--- config.mk ---
export PLATFORM = sky130hd
export DESIGN_NAME = sfe_front
export DESIGN_NICKNAME = d
export VERILOG_FILES = /design/src/rtl/sfe_pkg.sv /design/src/rtl/sfe_sync.sv /design/src/rtl/sfe_rx.sv /design/src/rtl/sfe_tx.sv /design/src/rtl/sfe_front.sv
export SDC_FILE = /design/constraint.sdc
export NUM_CORES = 1
export LEC_CHECK = 0
export BUFFER_PORTS_ARGS = -buffer_cell sky130_fd_sc_hd__buf_2
export CAP_MARGIN = 40
export CORE_ASPECT_RATIO = 0.7
export CORE_UTILIZATION = 35
export DETAILED_ROUTE_END_ITERATION = 7
export HOLD_SLACK_MARGIN = 0.03
export PLACE_DENSITY = 0.62
export SKIP_CTS_REPAIR_TIMING = 1
export SYNTH_ARGS = -nofsm -noshare
export SYNTH_HDL_FRONTEND = slang
export SYNTH_SLANG_ARGS = --single-unit
export TNS_END_PERCENT = 100
--- constraint.sdc ---
create_clock -name clk -period 4.3 [get_ports clk]
set_input_delay 0.215 -clock clk [delete_from_list [all_inputs] [get_ports clk]]
set_output_delay 0.215 -clock clk [all_outputs]
set_load 0.02 [all_outputs]
--- src/rtl/sfe_pkg.sv ---
package sfe_pkg;
   localparam int BYTE_W = 8;

   typedef enum logic [BYTE_W-1:0] {
      OP_WRSR  = 8'h01,
      OP_WRITE = 8'h02,
      OP_READ  = 8'h03,
      OP_WRDI  = 8'h04,
      OP_RDSR  = 8'h05,
      OP_WREN  = 8'h06
   } opcode_e;

   typedef enum logic [2:0] {
      PH_OPC,    // collecting instruction
      PH_ADDR,   // collecting address bytes
      PH_RDATA,  // streaming array data out
      PH_WDATA,  // collecting array write bytes
      PH_STAT,   // streaming status out
      PH_SRDATA, // collecting status write byte
      PH_SINK    // frame finished or rejected
   } phase_e;
endpackage

--- src/rtl/sfe_sync.sv ---
module sfe_sync #(
   parameter int WIDTH = 4,
   parameter int STAGES = 2,
   parameter logic [WIDTH-1:0] INIT = '0
) (
   input  logic             clk,
   input  logic             rst_n,
   input  logic [WIDTH-1:0] d,
   output logic [WIDTH-1:0] q
);
   generate
      if (STAGES < 2) begin : g_bad_stages
         $error("sfe_sync: STAGES must be at least 2");
      end
   endgenerate

   logic [STAGES-1:0][WIDTH-1:0] stg;

   always_ff @(posedge clk or negedge rst_n) begin
      if (!rst_n) stg <= {STAGES{INIT}};
      else        stg <= {stg[STAGES-2:0], d};
   end

   assign q = stg[STAGES-1];
endmodule

--- src/rtl/sfe_rx.sv ---
module sfe_rx
   import sfe_pkg::*;
(
   input  logic              clk,
   input  logic              rst_n,
   input  logic              clr,
   input  logic              shift_en,
   input  logic              bit_in,
   output logic              byte_done,
   output logic [BYTE_W-1:0] byte_val
);
   localparam int CW = $clog2(BYTE_W);

   logic [BYTE_W-1:0] sh_q;
   logic [CW-1:0]     cnt_q;

   assign byte_val  = {sh_q[BYTE_W-2:0], bit_in};
   assign byte_done = shift_en && (cnt_q == CW'(BYTE_W-1));

   always_ff @(posedge clk or negedge rst_n) begin
      if (!rst_n) begin
         sh_q  <= '0;
         cnt_q <= '0;
      end else if (clr) begin
         sh_q  <= '0;
         cnt_q <= '0;
      end else if (shift_en) begin
         sh_q  <= byte_val;
         cnt_q <= cnt_q + 1'b1;
      end
   end
endmodule

--- src/rtl/sfe_tx.sv ---
module sfe_tx
   import sfe_pkg::*;
(
   input  logic              clk,
   input  logic              rst_n,
   input  logic              clr,
   input  logic              load,
   input  logic [BYTE_W-1:0] load_val,
   input  logic              shift_en,
   output logic              bit_out,
   output logic              started,
   output logic              wrap
);
   localparam int CW = $clog2(BYTE_W);

   logic [BYTE_W-1:0] buf_q;
   logic [CW-1:0]     cnt_q;

   assign wrap = shift_en && (cnt_q == CW'(BYTE_W-1));

   always_ff @(posedge clk or negedge rst_n) begin
      if (!rst_n) begin
         buf_q   <= '0;
         cnt_q   <= '0;
         bit_out <= 1'b0;
         started <= 1'b0;
      end else if (clr) begin
         cnt_q   <= '0;
         bit_out <= 1'b0;
         started <= 1'b0;
      end else begin
         if (load) buf_q <= load_val;
         if (shift_en) begin
            bit_out <= buf_q[CW'(BYTE_W-1) - cnt_q];
            cnt_q   <= cnt_q + 1'b1;
            started <= 1'b1;
         end
      end
   end
endmodule

--- src/rtl/sfe_front.sv ---
module sfe_front
   import sfe_pkg::*;
#(
   parameter int AW = 13,
   parameter int FRAME_AW = 16,
   parameter int SYNC_STAGES = 2
) (
   input  logic              clk,
   input  logic              rst_n,
   input  logic              cs_n,
   input  logic              sck,
   input  logic              sdi,
   input  logic              hold_n,
   output logic              sdo,
   output logic              sdo_oe,
   output logic              mem_rd,
   output logic [AW-1:0]     mem_addr,
   input  logic [BYTE_W-1:0] mem_rdata,
   input  logic [BYTE_W-1:0] status_in,
   output logic              wr_en_cmd,
   output logic              wr_dis_cmd,
   output logic              stat_wr,
   output logic [BYTE_W-1:0] stat_wdata,
   output logic              mem_wr,
   output logic [AW-1:0]     mem_waddr,
   output logic [BYTE_W-1:0] mem_wdata
);
   localparam int ADDR_BYTES = FRAME_AW / BYTE_W;
   localparam int ABC_W = (ADDR_BYTES > 1) ? $clog2(ADDR_BYTES) : 1;

   generate
      if (FRAME_AW % BYTE_W != 0 || FRAME_AW < BYTE_W) begin : g_bad_frame
         $error("sfe_front: FRAME_AW must be a whole number of bytes");
      end
      if (AW > FRAME_AW || AW < 1) begin : g_bad_aw
         $error("sfe_front: AW must fit inside FRAME_AW");
      end
   endgenerate

   // ---------------- pin synchronization ----------------
   logic s_cs_n, s_sck, s_sdi, s_hold_n;
   sfe_sync #(.WIDTH(4), .STAGES(SYNC_STAGES), .INIT(4'b1001)) u_sync (
      .clk   (clk),
      .rst_n (rst_n),
      .d     ({cs_n, sck, sdi, hold_n}),
      .q     ({s_cs_n, s_sck, s_sdi, s_hold_n})
   );

   logic sck_q, hold_act;
   always_ff @(posedge clk or negedge rst_n) begin
      if (!rst_n) begin
         sck_q    <= 1'b0;
         hold_act <= 1'b0;
      end else begin
         sck_q <= s_sck;
         if (s_cs_n)      hold_act <= 1'b0;
         else if (!s_sck) hold_act <= ~s_hold_n;
      end
   end

   logic live, rx_en, fall_en;
   assign live    = ~s_cs_n & ~hold_act;
   assign rx_en   = live & s_sck & ~sck_q;
   assign fall_en = live & ~s_sck & sck_q;

   // ---------------- deserializer ----------------
   logic              rx_done;
   logic [BYTE_W-1:0] rx_byte;
   sfe_rx u_rx (
      .clk       (clk),
      .rst_n     (rst_n),
      .clr       (s_cs_n),
      .shift_en  (rx_en),
      .bit_in    (s_sdi),
      .byte_done (rx_done),
      .byte_val  (rx_byte)
   );

   // ---------------- decode state ----------------
   phase_e              phase_q;
   logic                is_read_q;
   logic [ABC_W-1:0]    abyte_q;
   logic [FRAME_AW-1:0] acc_q, acc_next;
   logic [AW-1:0]       ptr_q;
   logic                ld_q;

   logic op_done, addr_last, tx_on, tx_wrap, rd_now, st_load, tx_load;
   logic [BYTE_W-1:0] tx_val;
   logic tx_started;

   assign op_done   = rx_done && (phase_q == PH_OPC);
   assign addr_last = rx_done && (phase_q == PH_ADDR) && (abyte_q == ABC_W'(ADDR_BYTES-1));
   assign acc_next  = FRAME_AW'({acc_q, rx_byte});
   assign tx_on     = (phase_q == PH_RDATA) || (phase_q == PH_STAT);

   assign rd_now   = (addr_last && is_read_q) || ((phase_q == PH_RDATA) && tx_wrap);
   assign mem_rd   = rd_now;
   assign mem_addr = addr_last ? acc_next[AW-1:0] : ptr_q;

   assign st_load = (op_done && rx_byte == OP_RDSR) || ((phase_q == PH_STAT) && tx_wrap);
   assign tx_load = ld_q | st_load;
   assign tx_val  = ld_q ? mem_rdata : status_in;

   always_ff @(posedge clk or negedge rst_n) begin
      if (!rst_n) begin
         phase_q   <= PH_OPC;
         is_read_q <= 1'b0;
         abyte_q   <= '0;
         acc_q     <= '0;
         ptr_q     <= '0;
         ld_q      <= 1'b0;
      end else begin
         ld_q <= rd_now;
         if (rd_now) ptr_q <= mem_addr + 1'b1;
         if (s_cs_n) begin
            phase_q <= PH_OPC;
            abyte_q <= '0;
            acc_q   <= '0;
         end else if (rx_done) begin
            unique case (phase_q)
               PH_OPC: begin
                  unique case (rx_byte)
                     OP_READ:  begin phase_q <= PH_ADDR; is_read_q <= 1'b1; end
                     OP_WRITE: begin phase_q <= PH_ADDR; is_read_q <= 1'b0; end
                     OP_RDSR:  phase_q <= PH_STAT;
                     OP_WRSR:  phase_q <= PH_SRDATA;
                     default:  phase_q <= PH_SINK;
                  endcase
               end
               PH_ADDR: begin
                  acc_q   <= acc_next;
                  abyte_q <= abyte_q + 1'b1;
                  if (addr_last) begin
                     phase_q <= is_read_q ? PH_RDATA : PH_WDATA;
                     if (!is_read_q) ptr_q <= acc_next[AW-1:0];
                  end
               end
               PH_WDATA:  ptr_q   <= ptr_q + 1'b1;
               PH_SRDATA: phase_q <= PH_SINK;
               default: ;
            endcase
         end
      end
   end

   // ---------------- strobes toward the back end ----------------
   always_ff @(posedge clk or negedge rst_n) begin
      if (!rst_n) begin
         wr_en_cmd  <= 1'b0;
         wr_dis_cmd <= 1'b0;
         stat_wr    <= 1'b0;
         stat_wdata <= '0;
         mem_wr     <= 1'b0;
         mem_waddr  <= '0;
         mem_wdata  <= '0;
      end else begin
         wr_en_cmd  <= op_done && (rx_byte == OP_WREN);
         wr_dis_cmd <= op_done && (rx_byte == OP_WRDI);
         stat_wr    <= rx_done && (phase_q == PH_SRDATA);
         mem_wr     <= rx_done && (phase_q == PH_WDATA);
         if (rx_done) begin
            stat_wdata <= rx_byte;
            mem_wdata  <= rx_byte;
            mem_waddr  <= ptr_q;
         end
      end
   end

   // ---------------- serializer ----------------
   sfe_tx u_tx (
      .clk      (clk),
      .rst_n    (rst_n),
      .clr      (s_cs_n),
      .load     (tx_load),
      .load_val (tx_val),
      .shift_en (fall_en & tx_on),
      .bit_out  (sdo),
      .started  (tx_started),
      .wrap     (tx_wrap)
   );

   assign sdo_oe = live & tx_on & tx_started;
endmodule

Word level (Yosys, flattened, before mapping)
Cells that the tools add are included.
{"block": "word_totals", "ff_bits": 82, "out_inout_bits": 49, "wordCells": 121}
{"block": "classes", "n_addsub": 6, "order_cmp": 1, "eq_ne": 15, "n_mux": 35, "n_bitwise": 14, "reduce_logical": 28}
{"operator": "$mux 13", "count": 6}
{"operator": "$add 13x1->13 const B", "count": 2}
{"operator": "$pmux 13 s2", "count": 1}
{"operator": "$eq 8x3->1 const B", "count": 3}
{"operator": "$mux 3", "count": 7}
{"operator": "$pmux 3 s3", "count": 2}
{"operator": "$eq 8x2->1 const B", "count": 2}
{"operator": "$mux 5", "count": 3}
{"operator": "$mux 7", "count": 2}
{"operator": "$logic_and 1x1->1", "count": 13}
{"operator": "$eq 3x3->1 const B", "count": 4}
{"operator": "$mux 1", "count": 11}
{"operator": "$reduce_bool 2->1", "count": 5}
{"operator": "$and 1x1->1", "count": 8}
{"operator": "$eq 8x1->1 const B", "count": 1}
{"operator": "$mux 8", "count": 1}
{"operator": "$add 3x1->3 const B", "count": 2}
{"operator": "$eq 3x2->1 const B", "count": 2}
{"operator": "$not 1->1", "count": 5}
{"operator": "$lt 3x4->1 const B", "count": 1}
{"operator": "$reduce_and 2->1", "count": 2}
{"operator": "$reduce_and 4->1", "count": 1}
{"operator": "$reduce_bool 4->1", "count": 1}
{"operator": "$bmux 1 s3", "count": 1}
{"operator": "other kinds (11)", "count": 13}

Logic depth before layout (Yosys ltp)
Gate-level depths: netlist (run 1).
{"block": "logic_depth", "ltp_word": 15, "ltp_mapped": 13, "depth_no_buf": 11}

Cells and area by module
A second synthesis (run 1) with hierarchy kept.
{"block": "unflattened", "hier_cells": 443, "hier_area_um2": 4524.3}
{"module": "sfe_front", "n_inst": 1, "cells_each": 350, "area_per_inst_um2": 3251.9}
{"module": "sfe_tx", "n_inst": 1, "cells_each": 45, "area_per_inst_um2": 594.3}
{"module": "sfe_rx", "n_inst": 1, "cells_each": 36, "area_per_inst_um2": 442.9}
{"module": "sfe_sync", "n_inst": 1, "cells_each": 12, "area_per_inst_um2": 235.2}

Worst setup path after synthesis (run 1)
Ideal clock, no wire load.
{"block": "synth_timing", "kind": "register to register", "start": "reg u_rx.cnt_q[0]", "end": "reg ptr_q[12]", "t_arrival_ns": 3.047, "path_slack_ns": 1.127, "stages_incl_launch_ff": 13, "n_path_buf": 2, "cell_sequence": "dfrtp_1 -> ha_1 -> ha_1 -> nand4_4 -> buf_1 -> clkbuf_1 -> mux2_2 -> ha_1 -> nand4_1 -> mux2_2 -> nor4_2 -> xor2_1 -> a221o_1"}
{"block": "synth_via", "elab_chain_cells": 12, "elab_cells_between_ends": 14}
{"element": "start, declared", "line": "sfe_rx.sv:15", "text": "logic [CW-1:0] cnt_q;"}
{"element": "start signal, assigned", "line": "sfe_rx.sv:29", "text": "cnt_q <= cnt_q + 1'b1;"}
{"element": "$eq 3x3->1 (*)", "line": "sfe_rx.sv:18", "text": "assign byte_done = shift_en && (cnt_q == CW'(BYTE_W-1));"}
{"element": "$logic_and 1x1->1 (*)", "line": "sfe_rx.sv:18"}
{"element": "$logic_and 1x1->1 (*) (2 in a row)", "line": "sfe_front.sv:92", "text": "assign addr_last = rx_done && (phase_q == PH_ADDR) && (abyte_q == ABC_W'(ADDR_BYTES-1));"}
{"element": "$mux 13 (*)", "line": "sfe_front.sv:98", "text": "assign mem_addr = addr_last ? acc_next[AW-1:0] : ptr_q;"}
{"element": "net mem_addr[1]", "line": "sfe_front.sv:17", "text": "output logic [AW-1:0] mem_addr,"}
{"element": "$add 13x1->13 (*)", "line": "sfe_front.sv:114", "text": "if (rd_now) ptr_q <= mem_addr + 1'b1;"}
{"element": "$mux 13 (*)", "line": "sfe_front.sv:114"}
{"element": "$mux 13", "line": "sfe_front.sv:135", "text": "if (!is_read_q) ptr_q <= acc_next[AW-1:0];"}
{"element": "$mux 13", "line": "sfe_front.sv:133", "text": "if (addr_last) begin"}
{"element": "$pmux 13 s2", "line": "sfe_front.sv:120", "text": "unique case (phase_q)"}
{"element": "$mux 13", "line": "sfe_front.sv:119", "text": "end else if (rx_done) begin"}
{"element": "$mux 13 (*)", "line": "sfe_front.sv:115", "text": "if (s_cs_n) begin"}
{"element": "end signal, assigned", "line": "sfe_front.sv:114"}
{"element": "end signal, assigned", "line": "sfe_front.sv:135"}
{"element": "end signal, assigned", "line": "sfe_front.sv:138", "text": "PH_WDATA: ptr_q <= ptr_q + 1'b1;"}
{"element": "end, declared", "line": "sfe_front.sv:84", "text": "logic [AW-1:0] ptr_q;"}
The timed path passes the listed nets; every way through them passes the cells marked *.
A chain may end at the register's enable or synchronous reset.

Worst setup path in the final report (run 1)
{"block": "layout_timing", "start": "reg u_sync.stg, in the netlist u_sync.q[3]", "end": "reg ptr_q[8]"}
{"block": "layout_via", "elab_chain_cells": 15, "elab_cells_between_ends": 22}
{"element": "start, declared", "line": "sfe_sync.sv:17", "text": "logic [STAGES-1:0][WIDTH-1:0] stg;"}
{"element": "start signal, assigned", "line": "sfe_sync.sv:20", "text": "if (!rst_n) stg <= {STAGES{INIT}};"}
{"element": "start signal, assigned", "line": "sfe_sync.sv:21", "text": "else stg <= {stg[STAGES-2:0], d};"}
{"element": "$not 1->1 (no source line)"}
{"element": "$and 1x1->1", "line": "sfe_front.sv:62", "text": "assign live = ~s_cs_n & ~hold_act;"}
{"element": "$and 1x1->1 (2 in a row)", "line": "sfe_front.sv:63", "text": "assign rx_en = live & s_sck & ~sck_q;"}
{"element": "$logic_and 1x1->1", "line": "sfe_rx.sv:18"}
{"element": "$logic_and 1x1->1 (2 in a row)", "line": "sfe_front.sv:92"}
{"element": "$mux 13 or $logic_and 1x1->1 (tied branches)", "line": "sfe_front.sv:98, sfe_front.sv:96"}
{"element": "$add 13x1->13 or $logic_or 1x1->1 (tied branches)", "line": "sfe_front.sv:114, sfe_front.sv:96"}
{"element": "$mux 13", "line": "sfe_front.sv:114"}
{"element": "$mux 13", "line": "sfe_front.sv:135"}
{"element": "$mux 13", "line": "sfe_front.sv:133"}
{"element": "$pmux 13 s2", "line": "sfe_front.sv:120"}
{"element": "$mux 13", "line": "sfe_front.sv:119"}
{"element": "$mux 13 (*)", "line": "sfe_front.sv:115"}
Every way passes the cells marked *; elsewhere a longest branch is shown, timed or not.

==> flow_metrics.tcl, run 1 <==
set metrics [dict create \
    vdd_drop_max_mv 0.178 \
    syn_to_final_growth_pct 17.9 \
    antenna_cells 0 \
    h-tree-depth 3 \
    num_vias 3548 \
    hold_depth 3 \
    synth_edf_count 0 \
    setup_viol 0 \
    synth_area_um2 4500 \
    grt_pass1_vias 3384 \
    numCtsBuffers 9 \
    synthMuxAreaShare_pct 14.2 \
    die_area_um2 13300 \
    wl_per_cell_um 16.7 \
    drt_wl_total_mm 11.2 \
    synth_ff_type "dfrtp_1" \
    grt_max_degree 65 \
    netlist_instances 449 \
    slowest_delay_ns 0.52 \
    crit_buf_inv 2 \
    drt-pass1-iter-count 5 \
    min_period_ns 3.16 \
    crit_chain "nor4b_4 -> nand4_4 -> buf_4 -> o21a_1 -> inv_2 -> nor2_1 -> a222oi_1 -> o21ai_0" \
    holdCritStartpoint "status_in[0]" \
    drive_gt1_share_pct 27.4 \
    synth-xor-area-share_pct 3.70 \
    synth-seq-cells 82 \
    die_w_um 137 \
    antenna_found_initial 0 \
    num_rows 34 \
    io_buffers 70 \
    postSynth.asyncResetShare_pct 100 \
    regArea_um2 2060 \
    nets 531 \
    worst_path_dominant_cell_family "simple AND/OR/NAND/NOR gates" \
    cp_slowest_cell "dfstp_2" \
    power_leakage_uw 0.00259 \
    synth_compound_area_share_pct 12.4 \
    tightest_slew_ns 0.972 \
    synth_top_family_by_area "simple AND/OR/NAND/NOR gates" \
    grt_overflow 0 \
    tns_ns 0 \
    grt_usage_pct 17.4 \
    cp_data_required_time_ns 4.49 \
    max-cap-violations 0 \
    synth_area_per_cell_um2 10.0 \
    start_util_pct 36.1 \
    yosys.area_share.simple_pct 17.2 \
    cts_tree "yes" \
    hpwlAfterDp_mm 7.69 \
    period_share_pct 73.4 \
    io_pins 71 \
    drc 0 \
    p_per_area_nw_per_um2 322 \
    fillers 1209 \
    max_freq_ghz 0.317 \
    root_buffer "clkbuf_16" \
    ys_warn_count 0 \
    viasPerCell 5.30 \
    r2r_slack_ns 1.14 \
    ys_seq_area_share_pct 45.7 \
    rsz0062_at_grt "false" \
    final-hold-violation-count 0 \
    clock_sinks 82 \
    clk_pin_slew_ns 0.06 \
    hold_path.class "in2reg" \
    drtIter0Drc 313 \
    cp-end-kind "flop" \
    postRouteAntennaNets 0 \
    clk_path_buf_depth 2 \
    gp_congestion 0.858 \
    ff2ff_path_depth 8 \
    slew_viol_final 0 \
    outcome "complete, no violations" \
    cp-start-kind "flop" \
    core_um2 12500 \
    ys_types 63 \
    finalClockSkew_ns 0.00982 \
    dp_slack_ns 1.20 \
    holdPathEnd "u_tx.buf_q[0]" \
    die_h_um 96.9 \
    grt_pass1_wl_mm 17.8 \
    worst_slack_ns 1.14 \
    path_max_fanout 31 \
    r2r_end "ptr_q[8]" \
    crit_arrival_ns 3.35 \
    rr_startpoint "u_sync.q[3]" \
    clk_latency_ns 0.34 \
    synth-adder-area-share_pct 1.67 \
    critPathKind "reg2reg" \
    multi_input_area_um2 2210 \
    slew_headroom_pct 35.0 \
    syn-num-nets 477 \
]
-- synthesized netlist by cell type, types with 7 or more instances --
cell | count | area [µm²]
clkbuf_1 | 20 | 75.1
a21oi_1 | 21 | 105
nand3_1 | 16 | 80.1
a22oi_1 | 7 | 52.6
nand2b_1 | 9 | 56.3
mux2_2 | 31 | 349
nand2_1 | 37 | 139
and3_1 | 7 | 43.8
mux2i_1 | 23 | 230
nor2_1 | 38 | 143
o21ai_0 | 24 | 120
xor2_1 | 8 | 70.1
buf_2 | 7 | 35.0
inv_1 | 12 | 45.0
xnor2_1 | 11 | 96.3
dfrtp_1 | 78 | 1950
nor2b_1 | 7 | 43.8
buf_4 | 8 | 60.1
-- worst max path at each step --
stage                     depth (start not counted)          start   endpoint
after floorplan                                  12  u_rx.cnt_q[0]  ptr_q[12]
after global placement                            9    u_sync.q[3]  ptr_q[12]
after detailed placement                          9    u_sync.q[3]  ptr_q[12]
after CTS                                         9    u_sync.q[3]  ptr_q[12]
after global routing                              8    u_sync.q[3]   ptr_q[8]
final                                             8    u_sync.q[3]   ptr_q[8]
-- layout make-up --
class                      count  share of cell area (%)
multi-input combinational    317                    41.7
sequential                    82                    38.8
timing repair buffer          80                    8.68
clock buffer                  11                    4.58
tap                          162                    3.82
clock inverter                 5                    1.49
inverter                      13                   0.920
-- through the flow --
stage	hold WS, ns	cell area [µm²]	total power (µW)	util (%)	std cells
3_5_place_dp	0.116	4930	890	39.6	649
6_report	0.173	5310	1710	42.6	670
4_1_cts	-0.251	5260	1720	42.2	665
3_3_place_gp	0.323	4900	885	39.3	647
2_1_floorplan	-0.0806	4500	850	-	449
5_1_grt	0.172	5310	1770	42.6	670
-- routing by layer --
metal	up-vias	share of wire, %	track usage (%)
li1	1691	-	-
met1	1686	50	25.5
met2	157	41	25.0
met3	14	7.2	4.09
met4	0	1.2	5.24
met5	-	0	0
-- layout by cell type (no fill, tap or decap), types with 7 or more instances in the layout --
| master | synthesis | layout |
|---|---|---|
| buf_2 | 7 | 69 |
| mux2i_1 | 23 | 23 |
| a21oi_1 | 21 | 21 |
| nand2b_1 | 9 | 9 |
| mux2_2 | 31 | 31 |
| xnor2_1 | 11 | 11 |
| a22oi_1 | 7 | 7 |
| nand3_1 | 16 | 16 |
| clkbuf_16 | 0 | 9 |
| xor2_1 | 8 | 8 |
| o21ai_0 | 24 | 24 |
| inv_1 | 12 | 12 |
| and3_1 | 7 | 7 |
| nor2_1 | 38 | 38 |
| nand2_1 | 37 | 37 |
| nor2b_1 | 7 | 7 |
| dfrtp_1 | 78 | 78 |
-- logic make-up (layout without fill, tap and decap cells) --
logic type               after synthesis  after routing
flip-flops                            82             82
multiplexers                          57             57
AO/OA/AOI/OAI                         87             87
adder cells (fa/ha/maj)                6              6
XOR/XNOR                              19             19
AND/OR/NAND/NOR                      148            148
buffers and inverters                 50            109
-- sequential cells by signal (all words and copies together) (netlist names), 3 cells and up --
name        flops
mem_wdata       8
phase_q         3
u_sync.stg      4
mem_waddr      13
ptr_q          13
u_rx.sh_q       7
u_tx.buf_q      8
u_sync.q        4
acc_q           5
u_tx.cnt_q      3
u_rx.cnt_q      3
-- where the power goes --
| part | switching [µW] | total, µW | internal, µW |
|---|---|---|---|
| logic | 42.4 | 74.6 | 32.3 |
| clock network | 308 | 832 | 523 |
| registers | 20.5 | 804 | 784 |
| total | 371 | 1710 | 1340 |
-- tightest hold or removal path: cells and delay by family --
family	cells	cell delay, ns
AOI/OAI and AO/OA	1	0.13
buffers and inverters	1	0.07
muxes	1	0.05
Note: power is estimated with default switching activity, not from simulation.
==> run 2: changes to the inputs <==
ABC_AREA = 1   (was default)
clock period = 3.3 ns   (was 4.3 ns; I/O delays follow)
==> run 2 against run 1 <==
Non-clock buffer count is the same. Sequential share of layout area shrank 1.4 points. Synthesized cell count grew 26%. Critical path type unchanged. Fmax grew 9.1%. Register-to-register slack lost 0.74 ns. Critical path depth grew 6. Largest cell class unchanged. Count of clock-buffer cells in the layout shrank 1.
==> flow_metrics.tcl, run 2 <==
set metrics [dict create \
    swShare_pct 22.2 \
    crit_arrival_ns 3.12 \
    clk_latency_ns 0.34 \
    synth_compound_area_share_pct 15.2 \
    max-cap-violations 0 \
    cts_tree "yes" \
    grt_pass1_vias 3901 \
    netlist.area_leader.share_pct 42.2 \
    tns_ns 0 \
    num_rows 34 \
    cp-end-kind "flop" \
    power_leakage_uw 0.00267 \
    synth-seq-cells 82 \
    ys_warn_count 0 \
    whs_ns 0.0687 \
    p_total_uw 2460 \
    final-hold-violation-count 0 \
    h-tree-depth 3 \
    drive_gt1_share_pct 23.2 \
    net-switching-power_uw 545 \
    drt-pass1-iter-count 5 \
    dp_slack_ns 0.431 \
    highest_layer "met4" \
    num_vias 4154 \
    p_per_area_nw_per_um2 446 \
    hpwlAfterDp_mm 9.81 \
    clock_sinks 82 \
    tightest_slew_ns 0.693 \
    postRouteAntennaNets 0 \
    worst_slack_ns 0.407 \
    start_util_pct 36.6 \
    synth-xor-area-share_pct 0.189 \
    reg_top3 "mem_waddr (13), ptr_q (13)" \
    grt_overflow 0 \
    synth.largest_area_cell "dfrtp_1" \
    wl_met1_mm 6.47 \
    yosys.area_share.simple_pct 28.5 \
    postSynth.asyncResetShare_pct 100 \
    period_share_pct 87.7 \
    cp-start-kind "flop" \
    antenna_cells 0 \
    clk_path_buf_depth 2 \
    drc 0 \
    nets 662 \
    io_buffers 70 \
    synthMuxAreaShare_pct 1.11 \
    finalClockSkew_ns 0.00808 \
    viasPerCell 5.19 \
    hold_path.class "in2reg" \
    seqPwrFrac_pct 42.7 \
    finish.utilization_pct 43.6 \
    synth_area_per_cell_um2 8.16 \
    yosys-top-cells-count "122 x nand2_1, 78 x dfrtp_1, 58 x inv_1" \
    wl_per_cell_um 16.3 \
    met2WireLength_mm 5.19 \
    clockPowerShare_pct 51.2 \
    ys_seq_area_share_pct 44.5 \
    drt_wl_total_mm 13.0 \
    outcome "complete, no violations" \
    grt_max_degree 65 \
    layout_commonest_cell "nand2_1" \
    synth_most_common_cell "nand2_1" \
    syn_to_final_growth_pct 19.0 \
    comb_power_share_pct 6.1 \
    clk_pin_slew_ns 0.06 \
    die_h_um 98.2 \
    path_max_fanout 17 \
    vdd_drop_max_mv 0.237 \
    synth_area_leaders "dfrtp_1 42%, nand2_1 9.9%, o21ai_0 5.9%" \
    synth_edf_count 0 \
    slew_viol_final 0 \
    cp_data_required_time_ns 3.53 \
    gp_congestion 0.916 \
    core_um2 12600 \
    grt_pass1_wl_mm 21.2 \
    min_period_ns 2.89 \
    mostFrequentLayoutCells "122 x nand2_1, 78 x dfrtp_1, 69 x buf_2" \
    die_w_um 139 \
    rsz0062_at_grt "false" \
    dr_wl_met3_mm 1.16 \
    netlist_instances 567 \
    synth-adder-area-share_pct 1.62 \
    io_pins 71 \
    max_freq_ghz 0.346 \
    ff2ff_path_depth 14 \
    syn-num-nets 595 \
    antenna_found_initial 0 \
    p_int_uw 1910 \
    root_buffer "clkbuf_16" \
    setup_viol 0 \
    grt_usage_pct 20.3 \
    ys_types 47 \
    synth_area_um2 4630 \
    numCtsBuffers 9 \
    critPathKind "reg2reg" \
    slew_headroom_pct 53.4 \
    synth_top_family_by_area "simple AND/OR/NAND/NOR gates" \
    die_area_um2 13700 \
    drtIter0Drc 382 \
    synth_ff_type "dfrtp_1" \
    hold_depth 3 \
]
==> run 2: worst paths after layout <==
kind	from	to	slack, ns
worst max-delay path	u_sync.q[3]	ptr_q[4]	0.41
worst min-delay path	status_in[1]	u_tx.buf_q[1]	0.07
worst max register to register	u_sync.q[3]	ptr_q[4]	0.41
worst min register to register	u_sync.stg[2]	u_sync.q[2]	0.35
max in group asynchronous	rst_n	u_sync.q[3]	2.39
min in group asynchronous	rst_n	mem_wdata[4]	0.25
==> run 2: metrics by stage <==
| step | instance area, µm² | std cells |
|---|---|---|
| floorplan | 4630 | 567 |
| global route | 5500 | 801 |
| CTS | 5450 | 796 |
| global placement | 5050 | 779 |
| detailed placement | 5080 | 780 |
| finish | 5500 | 801 |
==> run 2: power groups by stage <==
stage	sequential, µW	clock, µW	combinational (µW)
floorplan	1060	0	86.9
global placement	1070	0	140
detailed placement	1070	0	146
CTS	1050	1280	146
global route	1050	1320	169
finish	1050	1260	150
==> run 2: cells by family after synthesis <==
kind of cell	Yosys count
flip-flops	82
XOR/XNOR	1
buffers and inverters	91
AO/OA/AOI/OAI	119
multiplexers	5
AND/OR/NAND/NOR	263
adder cells (fa/ha/maj)	6
==> run 2: routing by layer <==
metal  global-route usage [%]  vias to the layer above
met2                     27.3                      185
met4                     5.73                        0
li1                         -                     2019
met3                     5.44                       13
met5                        0                        -
met1                     31.1                     1937
==> run 2: area by class of cell <==
class	count	area, µm²
repair buffers	80	460
multi-input cells	394	2160
clock inverters	6	136
inverters	67	251
flip-flops and latches	82	2060
fillers	1246	7130
well taps	162	203
clock buffers	10	239
==> run 2: worst max-delay path, cell delays in order, from the launching register on <==
cell	delay, ns
dfstp_2	0.43
inv_2	0.23
nand2_1	0.13
nor2_4	0.19
nand4_4	0.32
nand2_2	0.19
o21ai_4	0.09
inv_1	0.13
ha_1	0.27
nand2_1	0.09
nor2_2	0.19
nand2_1	0.11
inv_1	0.08
o21ai_0	0.08
a32o_1	0.25
